**src/rtl/wba_pkg.sv**
```systemverilog
package wba_pkg;

  typedef enum logic {
    BK_LINEAR = 1'b0,
    BK_WRAP   = 1'b1
  } burst_kind_e;

  typedef enum logic {
    ST_IDLE = 1'b0,
    ST_RUN  = 1'b1
  } run_state_e;

  // log2 of the window length for a given size code
  function automatic int win_log2(input int code, input int min_log2);
    return min_log2 + code;
  endfunction

endpackage

```
**src/rtl/wba_req_ctrl.sv**
```systemverilog
module wba_req_ctrl
  import wba_pkg::*;
#(
  parameter int LEN_CODE_W = 2
) (
  input  logic                  clk,
  input  logic                  rst_n,
  input  logic                  start_i,
  input  logic                  wrap_mode_i,
  input  logic [LEN_CODE_W-1:0] len_code_i,
  input  logic                  stop_i,
  input  logic                  fire_i,
  input  logic                  last_i,
  output logic                  accept_o,
  output logic                  busy_o,
  output burst_kind_e           kind_o,
  output logic [LEN_CODE_W-1:0] code_o
);

  run_state_e            state_q;
  burst_kind_e           kind_q;
  logic [LEN_CODE_W-1:0] code_q;
  logic                  wrap_done;
  logic                  lin_stop;
  logic                  end_burst;

  assign accept_o  = (state_q == ST_IDLE) && start_i;
  assign wrap_done = (kind_q == BK_WRAP) && fire_i && last_i;
  assign lin_stop  = (kind_q == BK_LINEAR) && stop_i;
  assign end_burst = (state_q == ST_RUN) && (wrap_done || lin_stop);

  always_ff @(posedge clk or negedge rst_n) begin
    if (!rst_n) begin
      state_q <= ST_IDLE;
      kind_q  <= BK_LINEAR;
      code_q  <= '0;
    end else if (accept_o) begin
      state_q <= ST_RUN;
      kind_q  <= burst_kind_e'(wrap_mode_i);
      code_q  <= len_code_i;
    end else if (end_burst) begin
      state_q <= ST_IDLE;
    end
  end

  assign busy_o = (state_q == ST_RUN);
  assign kind_o = kind_q;
  assign code_o = code_q;

  AST_BUSY_HOLDS_SETUP: assert property (@(posedge clk) disable iff (!rst_n) busy_o |=> (!busy_o || ($stable(kind_o) && $stable(code_o))));
  AST_BUSY_IGNORES_START: assert property (@(posedge clk) disable iff (!rst_n) (busy_o && start_i && !end_burst) |=> (busy_o && $stable(kind_o)));
  AST_STOP_ENDS_LINEAR: assert property (@(posedge clk) disable iff (!rst_n) (busy_o && kind_o == BK_LINEAR && stop_i) |=> !busy_o);
  AST_WRAP_IGNORES_STOP: assert property (@(posedge clk) disable iff (!rst_n) (busy_o && kind_o == BK_WRAP && stop_i && !(fire_i && last_i)) |=> busy_o);

endmodule

```
**src/rtl/wba_beat_cnt.sv**
```systemverilog
module wba_beat_cnt
  import wba_pkg::*;
#(
  parameter int LEN_CODE_W   = 2,
  parameter int MIN_LEN_LOG2 = 3,
  parameter int CNT_W        = MIN_LEN_LOG2 + (1 << LEN_CODE_W) - 1
) (
  input  logic                  clk,
  input  logic                  rst_n,
  input  logic                  accept_i,
  input  logic                  fire_i,
  input  logic                  busy_i,
  input  burst_kind_e           kind_i,
  input  logic [LEN_CODE_W-1:0] code_i,
  output logic                  last_o
);

  localparam int NUM_LENS = 1 << LEN_CODE_W;

  logic [CNT_W-1:0] len_m1 [NUM_LENS];
  logic [CNT_W-1:0] cnt_q;
  logic [CNT_W-1:0] cur_m1;

  for (genvar g = 0; g < NUM_LENS; g++) begin : g_len
    assign len_m1[g] = CNT_W'((1 << win_log2(g, MIN_LEN_LOG2)) - 1);
  end

  assign cur_m1 = len_m1[code_i];

  always_ff @(posedge clk or negedge rst_n) begin
    if (!rst_n) begin
      cnt_q <= '0;
    end else if (accept_i) begin
      cnt_q <= '0;
    end else if (fire_i) begin
      cnt_q <= cnt_q + 1'b1;
    end
  end

  assign last_o = busy_i && (kind_i == BK_WRAP) && (cnt_q == cur_m1);

  AST_CNT_IN_WINDOW: assert property (@(posedge clk) disable iff (!rst_n) (busy_i && kind_i == BK_WRAP) |-> (cnt_q <= cur_m1));
  AST_LAST_ONLY_WRAP: assert property (@(posedge clk) disable iff (!rst_n) last_o |-> (kind_i == BK_WRAP));
  AST_FIRST_NOT_LAST: assert property (@(posedge clk) disable iff (!rst_n) accept_i |=> !last_o);

endmodule

```
**src/rtl/wba_addr_core.sv**
```systemverilog
module wba_addr_core
  import wba_pkg::*;
#(
  parameter int ADDR_W       = 24,
  parameter int LEN_CODE_W   = 2,
  parameter int MIN_LEN_LOG2 = 3
) (
  input  logic                  clk,
  input  logic                  rst_n,
  input  logic                  accept_i,
  input  logic [ADDR_W-1:0]     start_addr_i,
  input  logic                  fire_i,
  input  logic                  busy_i,
  input  burst_kind_e           kind_i,
  input  logic [LEN_CODE_W-1:0] code_i,
  output logic [ADDR_W-1:0]     addr_o
);

  localparam int NUM_LENS = 1 << LEN_CODE_W;

  logic [ADDR_W-1:0] win_mask [NUM_LENS];
  logic [ADDR_W-1:0] cur_mask;
  logic [ADDR_W-1:0] addr_q;
  logic [ADDR_W-1:0] next_addr;

  // Low bits advance modulo the window; high bits stay
  function automatic logic [ADDR_W-1:0] wrap_step(input logic [ADDR_W-1:0] a,
                                                  input logic [ADDR_W-1:0] m);
    logic [ADDR_W-1:0] inc;
    inc = a + 1'b1;
    return (a & ~m) | (inc & m);
  endfunction

  // Plain increment, rolls over at the top of the address space
  function automatic logic [ADDR_W-1:0] lin_step(input logic [ADDR_W-1:0] a);
    return a + 1'b1;
  endfunction

  for (genvar g = 0; g < NUM_LENS; g++) begin : g_mask
    assign win_mask[g] = ADDR_W'((64'd1 << win_log2(g, MIN_LEN_LOG2)) - 64'd1);
  end

  assign cur_mask  = win_mask[code_i];
  assign next_addr = (kind_i == BK_WRAP) ? wrap_step(addr_q, cur_mask) : lin_step(addr_q);

  always_ff @(posedge clk or negedge rst_n) begin
    if (!rst_n) begin
      addr_q <= '0;
    end else if (accept_i) begin
      addr_q <= start_addr_i;
    end else if (fire_i) begin
      addr_q <= next_addr;
    end
  end

  assign addr_o = addr_q;

  AST_LOAD_TARGET: assert property (@(posedge clk) disable iff (!rst_n) accept_i |=> (addr_o == $past(start_addr_i)));
  AST_HOLD_NO_FIRE: assert property (@(posedge clk) disable iff (!rst_n) (busy_i && !fire_i) |=> $stable(addr_o));
  AST_LINEAR_STEP: assert property (@(posedge clk) disable iff (!rst_n) (fire_i && kind_i == BK_LINEAR) |=> (addr_o == ADDR_W'($past(addr_o) + 1'b1)));
  AST_WRAP_WINDOW: assert property (@(posedge clk) disable iff (!rst_n) (fire_i && kind_i == BK_WRAP) |=> ((addr_o & ~cur_mask) == ($past(addr_o) & ~cur_mask)));

endmodule

```
**src/rtl/wrap_burst_agen.sv**
```systemverilog
module wrap_burst_agen
  import wba_pkg::*;
#(
  parameter int ADDR_W       = 24,
  parameter int LEN_CODE_W   = 2,
  parameter int MIN_LEN_LOG2 = 3
) (
  input  logic                  clk,
  input  logic                  rst_n,
  input  logic                  start_i,
  input  logic [ADDR_W-1:0]     start_addr_i,
  input  logic                  wrap_mode_i,
  input  logic [LEN_CODE_W-1:0] len_code_i,
  input  logic                  stop_i,
  output logic                  idle_o,
  output logic [ADDR_W-1:0]     addr_o,
  output logic                  addr_valid_o,
  input  logic                  addr_ready_i,
  output logic                  last_o
);

  localparam int CNT_W = MIN_LEN_LOG2 + (1 << LEN_CODE_W) - 1;

  logic                  accept;
  logic                  busy;
  logic                  fire;
  logic                  last_beat;
  burst_kind_e           kind;
  logic [LEN_CODE_W-1:0] code;

  assign fire = busy && addr_ready_i;

  wba_req_ctrl #(
    .LEN_CODE_W (LEN_CODE_W)
  ) u_ctrl (
    .clk         (clk),
    .rst_n       (rst_n),
    .start_i     (start_i),
    .wrap_mode_i (wrap_mode_i),
    .len_code_i  (len_code_i),
    .stop_i      (stop_i),
    .fire_i      (fire),
    .last_i      (last_beat),
    .accept_o    (accept),
    .busy_o      (busy),
    .kind_o      (kind),
    .code_o      (code)
  );

  wba_beat_cnt #(
    .LEN_CODE_W   (LEN_CODE_W),
    .MIN_LEN_LOG2 (MIN_LEN_LOG2),
    .CNT_W        (CNT_W)
  ) u_cnt (
    .clk      (clk),
    .rst_n    (rst_n),
    .accept_i (accept),
    .fire_i   (fire),
    .busy_i   (busy),
    .kind_i   (kind),
    .code_i   (code),
    .last_o   (last_beat)
  );

  wba_addr_core #(
    .ADDR_W       (ADDR_W),
    .LEN_CODE_W   (LEN_CODE_W),
    .MIN_LEN_LOG2 (MIN_LEN_LOG2)
  ) u_addr (
    .clk          (clk),
    .rst_n        (rst_n),
    .accept_i     (accept),
    .start_addr_i (start_addr_i),
    .fire_i       (fire),
    .busy_i       (busy),
    .kind_i       (kind),
    .code_i       (code),
    .addr_o       (addr_o)
  );

  assign idle_o       = !busy;
  assign addr_valid_o = busy;
  assign last_o       = last_beat;

  AST_RESET_QUIET: assert property (@(posedge clk) !rst_n |-> (idle_o && !addr_valid_o && !last_o));
  AST_END_AFTER_LAST: assert property (@(posedge clk) disable iff (!rst_n) (addr_valid_o && addr_ready_i && last_o) |=> (!addr_valid_o && idle_o));
  AST_VALID_ON_ACCEPT: assert property (@(posedge clk) disable iff (!rst_n) (idle_o && start_i) |=> addr_valid_o);

endmodule

```
**config.mk**
```make
export PLATFORM = sky130hd
export DESIGN_NAME = wrap_burst_agen
export DESIGN_NICKNAME = d
export VERILOG_FILES = /design/src/rtl/wba_pkg.sv /design/src/rtl/wba_req_ctrl.sv /design/src/rtl/wba_beat_cnt.sv /design/src/rtl/wba_addr_core.sv /design/src/rtl/wrap_burst_agen.sv
export SDC_FILE = /design/constraint.sdc
export NUM_CORES = 1
export LEC_CHECK = 0
export ABC_AREA = 1
export BUFFER_PORTS_ARGS = -buffer_cell sky130_fd_sc_hd__buf_4
export CAP_MARGIN = 20
export CORE_MARGIN = 2
export CORE_UTILIZATION = 33
export DETAILED_ROUTE_END_ITERATION = 6
export PLACE_DENSITY = 0.52
export SLEW_MARGIN = 20
export SYNTH_ARGS = -nofsm -noshare
export SYNTH_HDL_FRONTEND = slang
export SYNTH_SLANG_ARGS = --single-unit
```
**constraint.sdc**
```tcl
create_clock -name clk -period 1.3 [get_ports clk]
set_input_delay 0.26 -clock clk [delete_from_list [all_inputs] [get_ports clk]]
set_output_delay 0.26 -clock clk [all_outputs]
set_load 0.005 [all_outputs]
```
==> run_results.csv <==
group,metric,value,unit
power,combPwrFrac,68.1,%
power,p_leak,1.91,nW
floorplan,dieArea,0.00761,mm2
cells_and_area,diodes,0,
cts,cts_buffers,5,
timing,final_max_slew_viol_count,0,
power,p_int,5.63,mW
worst_hold_path,hold-path-endpoint,"u_ctrl.code_o[0]$_DFFE_PN0P_",
logic_synthesis,synth_top_cell_area_share,37.2,%
power,p_sw_share,42.1,%
floorplan,rows,30,
placed_design,place_congestion,0.916,
logic_synthesis,synth_area_leader_cell,"dfrtp_1",
cells_and_area,nets,508,
floorplan,ios,59,
global_routing,met1_usage,27.1,%
logic_synthesis,syn-instance-count,327,
critical_path,end_kind,"output pin",
power,powerDensity,2330,mW/mm2
global_routing,antenna_found_initial,0,
floorplan,start_util,33.9,%
global_routing,grt_util_all_layers,21.6,%
critical_path,path_class,"reg2out",
flow_run,maxCapViolCount,0,
critical_path,r2r_end,"u_addr.addr_o[8]$_DFFE_PN0P_",
logic_synthesis,synth_nets,361,
timing,fin_worst_skew,0.00800,ns
timing,tightest_slew,0.472,ns
placed_design,dp_hpwl,5560,um
worst_hold_path,min_from,"len_code_i[0]",
timing,fin_setup_tns,-2.50,ns
worst_hold_path,hp-class,"in2reg",
cells_and_area,ff_latch_area,858,um2
floorplan,fp.dieH,87.3,um
cells_and_area,drive_gt1_share,55.7,%
cells_and_area,fillers,621,
timing,period_share,121,%
logic_synthesis,synth-seq-cells,34,
timing,finalHoldViolations,0,
placed_design,dp.cells,519,
power,ir_worst_vdd,1.23,mV
detailed_routing,drt-total-wl,8050,um
logic_synthesis,yosysWarningCount,0,
logic_synthesis,synth_area_leaders,"dfrtp_1 (37%), nand2_1 (14%), a21oi_1 (7.9%)",
cts,insertion_delay,0.30,ns
logic_synthesis,synth_cell_type_count,31,
power,clkPwrFrac,10.5,%
critical_path,rrSetupSlack,-0.17,ns
cts,clock_sinks,34,
logic_synthesis,ys_seq_area_share,37.2,%
logic_synthesis,syn_area_per_cell,6.99,um2
critical_path,critPathArrivalTime,1.31,ns
outcome,outcome,"finished with violations",
cts,ctsRootBufferMaster,"clkbuf_8",
detailed_routing,viasPerCell,4.87,
power,switchingPower,4.10,mW
worst_hold_path,whs_path_depth,3,
detailed_routing,routedWlPerCell,14.5,um
detailed_routing,dr.pass1.iters,4,
timing,rsz0062_at_grt,"true",
cts,cts_tree,"built",
detailed_routing,drc,0,
cells_and_area,stdcell_count,554,
timing,fmax,637,MHz
global_routing,grt_pass1_vias,2659,
floorplan,dieWidth,87.3,um
floorplan,core,0.00676,mm2
cts,cts_max_path_buffers,2,
cts,htreeDepth,2,
critical_path,start_kind,"flop",
timing,post-route-min-period,1.57,ns
global_routing,grt.met2_usage,38.4,%
timing,finalSetupViolations,25,
cts,clk_pin_slew,0.07,ns
detailed_routing,via_count,2700,
power,seqPwrFrac,21.4,%
cells_and_area,multi_input_area,0.00165,mm2
global_routing,grt_max_degree,35,
critical_path,reg2reg_from,"u_ctrl.busy_o$_DFFE_PN0P_",
global_routing,overflow,0,
detailed_routing,ant_nets,0,
logic_synthesis,syn_area,0.00229,mm2
global_routing,grt_pass1_wl,12800,um
placed_design,port_buffers,58,
critical_path,path_max_fanout,3,
cells_and_area,syn2layout_area_growth,82.8,%
critical_path,critPathRequiredTime,1.04,ns
critical_path,reg2reg_depth,9,
timing,worst_slack,-0.269,ns
detailed_routing,drt_iter0_drc,131,
timing,max_slew_margin,68.5,%
outcome,violations,"negative setup slack",
global_routing,grt_busiest_layer,"met2",
global_routing,use_met3,4.27,%
cells in the mapped netlist:
library cell  instances
a211oi_1              1
a21oi_1              36
a21oi_2               2
a22oi_1               3
buf_2                 3
buf_4                 1
buf_6                 2
clkinv_1              1
dfrtp_1              34
ha_1                  2
inv_1                28
inv_2                 4
inv_4                 1
nand2_1              84
nand2_2               6
nand2_4               4
nand3_1              18
nand3_2               3
nand4_1               7
nor2_1               42
nor2_2                8
nor2_4                4
nor3_1                5
nor3_2                1
o211ai_1              1
o21ai_0              13
o21ai_1               5
o21bai_1              1
o22ai_1               2
or2_1                 1
xor2_1                4
flip-flops by register name (all words and copies together) (netlist names), named ones only:
| register | flops |
|---|---|
| u_ctrl.busy_o | 1 |
| u_cnt.cnt_q | 6 |
| u_ctrl.code_o | 2 |
| u_addr.addr_o | 21 |
| u_ctrl.kind_o | 1 |
metrics by stage:
| stage | cell area (um2) | hold WS [ns] | power [mW] | utilization, % | worst slack, ns |
|---|---|---|---|---|---|
| global route | 4180 | 0.173 | 10.5 | 61.9 | -0.424 |
| detailed placement | 3300 | 0.250 | 6.77 | 48.9 | -0.149 |
| finish | 4180 | 0.154 | 9.73 | 61.9 | -0.269 |
| global placement | 3300 | 0.253 | 6.72 | 48.9 | -0.0823 |
| CTS | 3830 | 0.152 | 8.83 | 56.7 | -0.279 |
| floorplan | 2300 | -0.0356 | 4.22 | - | -0.00945 |
worst max-delay path: stages (launching register included):
cell     delay [ns]
dfrtp_1        0.36
ha_2           0.19
nand2_2        0.06
nor2_2         0.07
nand2_1        0.06
nor3_2         0.13
buf_4          0.14
how the worst max path moves through the flow:
stage,end,slack (ns),from,cells after the start
floorplan,u_addr.addr_o[16]$_DFFE_PN0P_,-0.009,u_addr.addr_o[1]$_DFFE_PN0P_,8
global placement,u_cnt.cnt_q[5]$_DFFE_PN0P_,-0.08,u_ctrl.busy_o$_DFFE_PN0P_,6
detailed placement,u_addr.addr_o[16]$_DFFE_PN0P_,-0.15,u_addr.addr_o[0]$_DFFE_PN0P_,7
CTS,last_o,-0.28,u_cnt.cnt_q[0]$_DFFE_PN0P_,6
global route,last_o,-0.42,u_cnt.cnt_q[1]$_DFFE_PN0P_,6
finish,last_o,-0.27,u_cnt.cnt_q[0]$_DFFE_PN0P_,6
power by group through the flow:
stage / clock [mW] / sequential (mW) / combinational, mW
after floorplan: 0 / 2.08 / 2.14
after global placement: 0 / 2.03 / 4.69
after detailed placement: 0 / 2.04 / 4.74
after CTS: 1.04 / 2.04 / 5.75
after global routing: 1.09 / 2.15 / 7.21
final: 1.02 / 2.08 / 6.63
timing repair:
action	CTS	global route
hold buffers	1	0
setup endpoints to repair	25	36
gates cloned	2	0
buffers inserted	14	22
pin swaps	27	44
hold endpoints to repair	34	0
resized for setup	78	79
routing by layer:
metal,vias to the layer above,wire length (um)
met1,1276,3450
met5,-,0
met3,8,330
met2,54,4180
li1,1362,-
met4,0,95
cells in the final DEF (no fill, tap or decap), drive strengths merged, types with 2 or more instances in the layout:
cell type | netlist | routed
xor2 | 4 | 4
a22oi | 3 | 3
o22ai | 2 | 2
clkbuf | 0 | 6
nand4 | 7 | 7
o21ai | 18 | 18
dfrtp | 34 | 34
nor3 | 6 | 6
inv | 33 | 34
nor2 | 54 | 54
nand3 | 21 | 21
buf | 6 | 144
nand2 | 94 | 94
ha | 2 | 2
a21oi | 38 | 38
final cells by class:
type,instances,share of cell area (%)
repair inverters,1,0.150
well taps,80,2.39
flip-flops and latches,34,20.5
inverters,34,3.50
multi-input cells,253,39.4
repair buffers,145,31.3
clock buffers,6,1.98
clock inverters,1,0.718
cell families after synthesis:
group / share of synthesized area [%]
and+or+nand+nor: 37.4
AOI/OAI and AO/OA: 15.1
buffers and inverters: 7.66
DFF: 37.2
xor gates and xnor gates: 1.53
adders and majority gates: 1.09
Power figures use the tool's default switching activity.
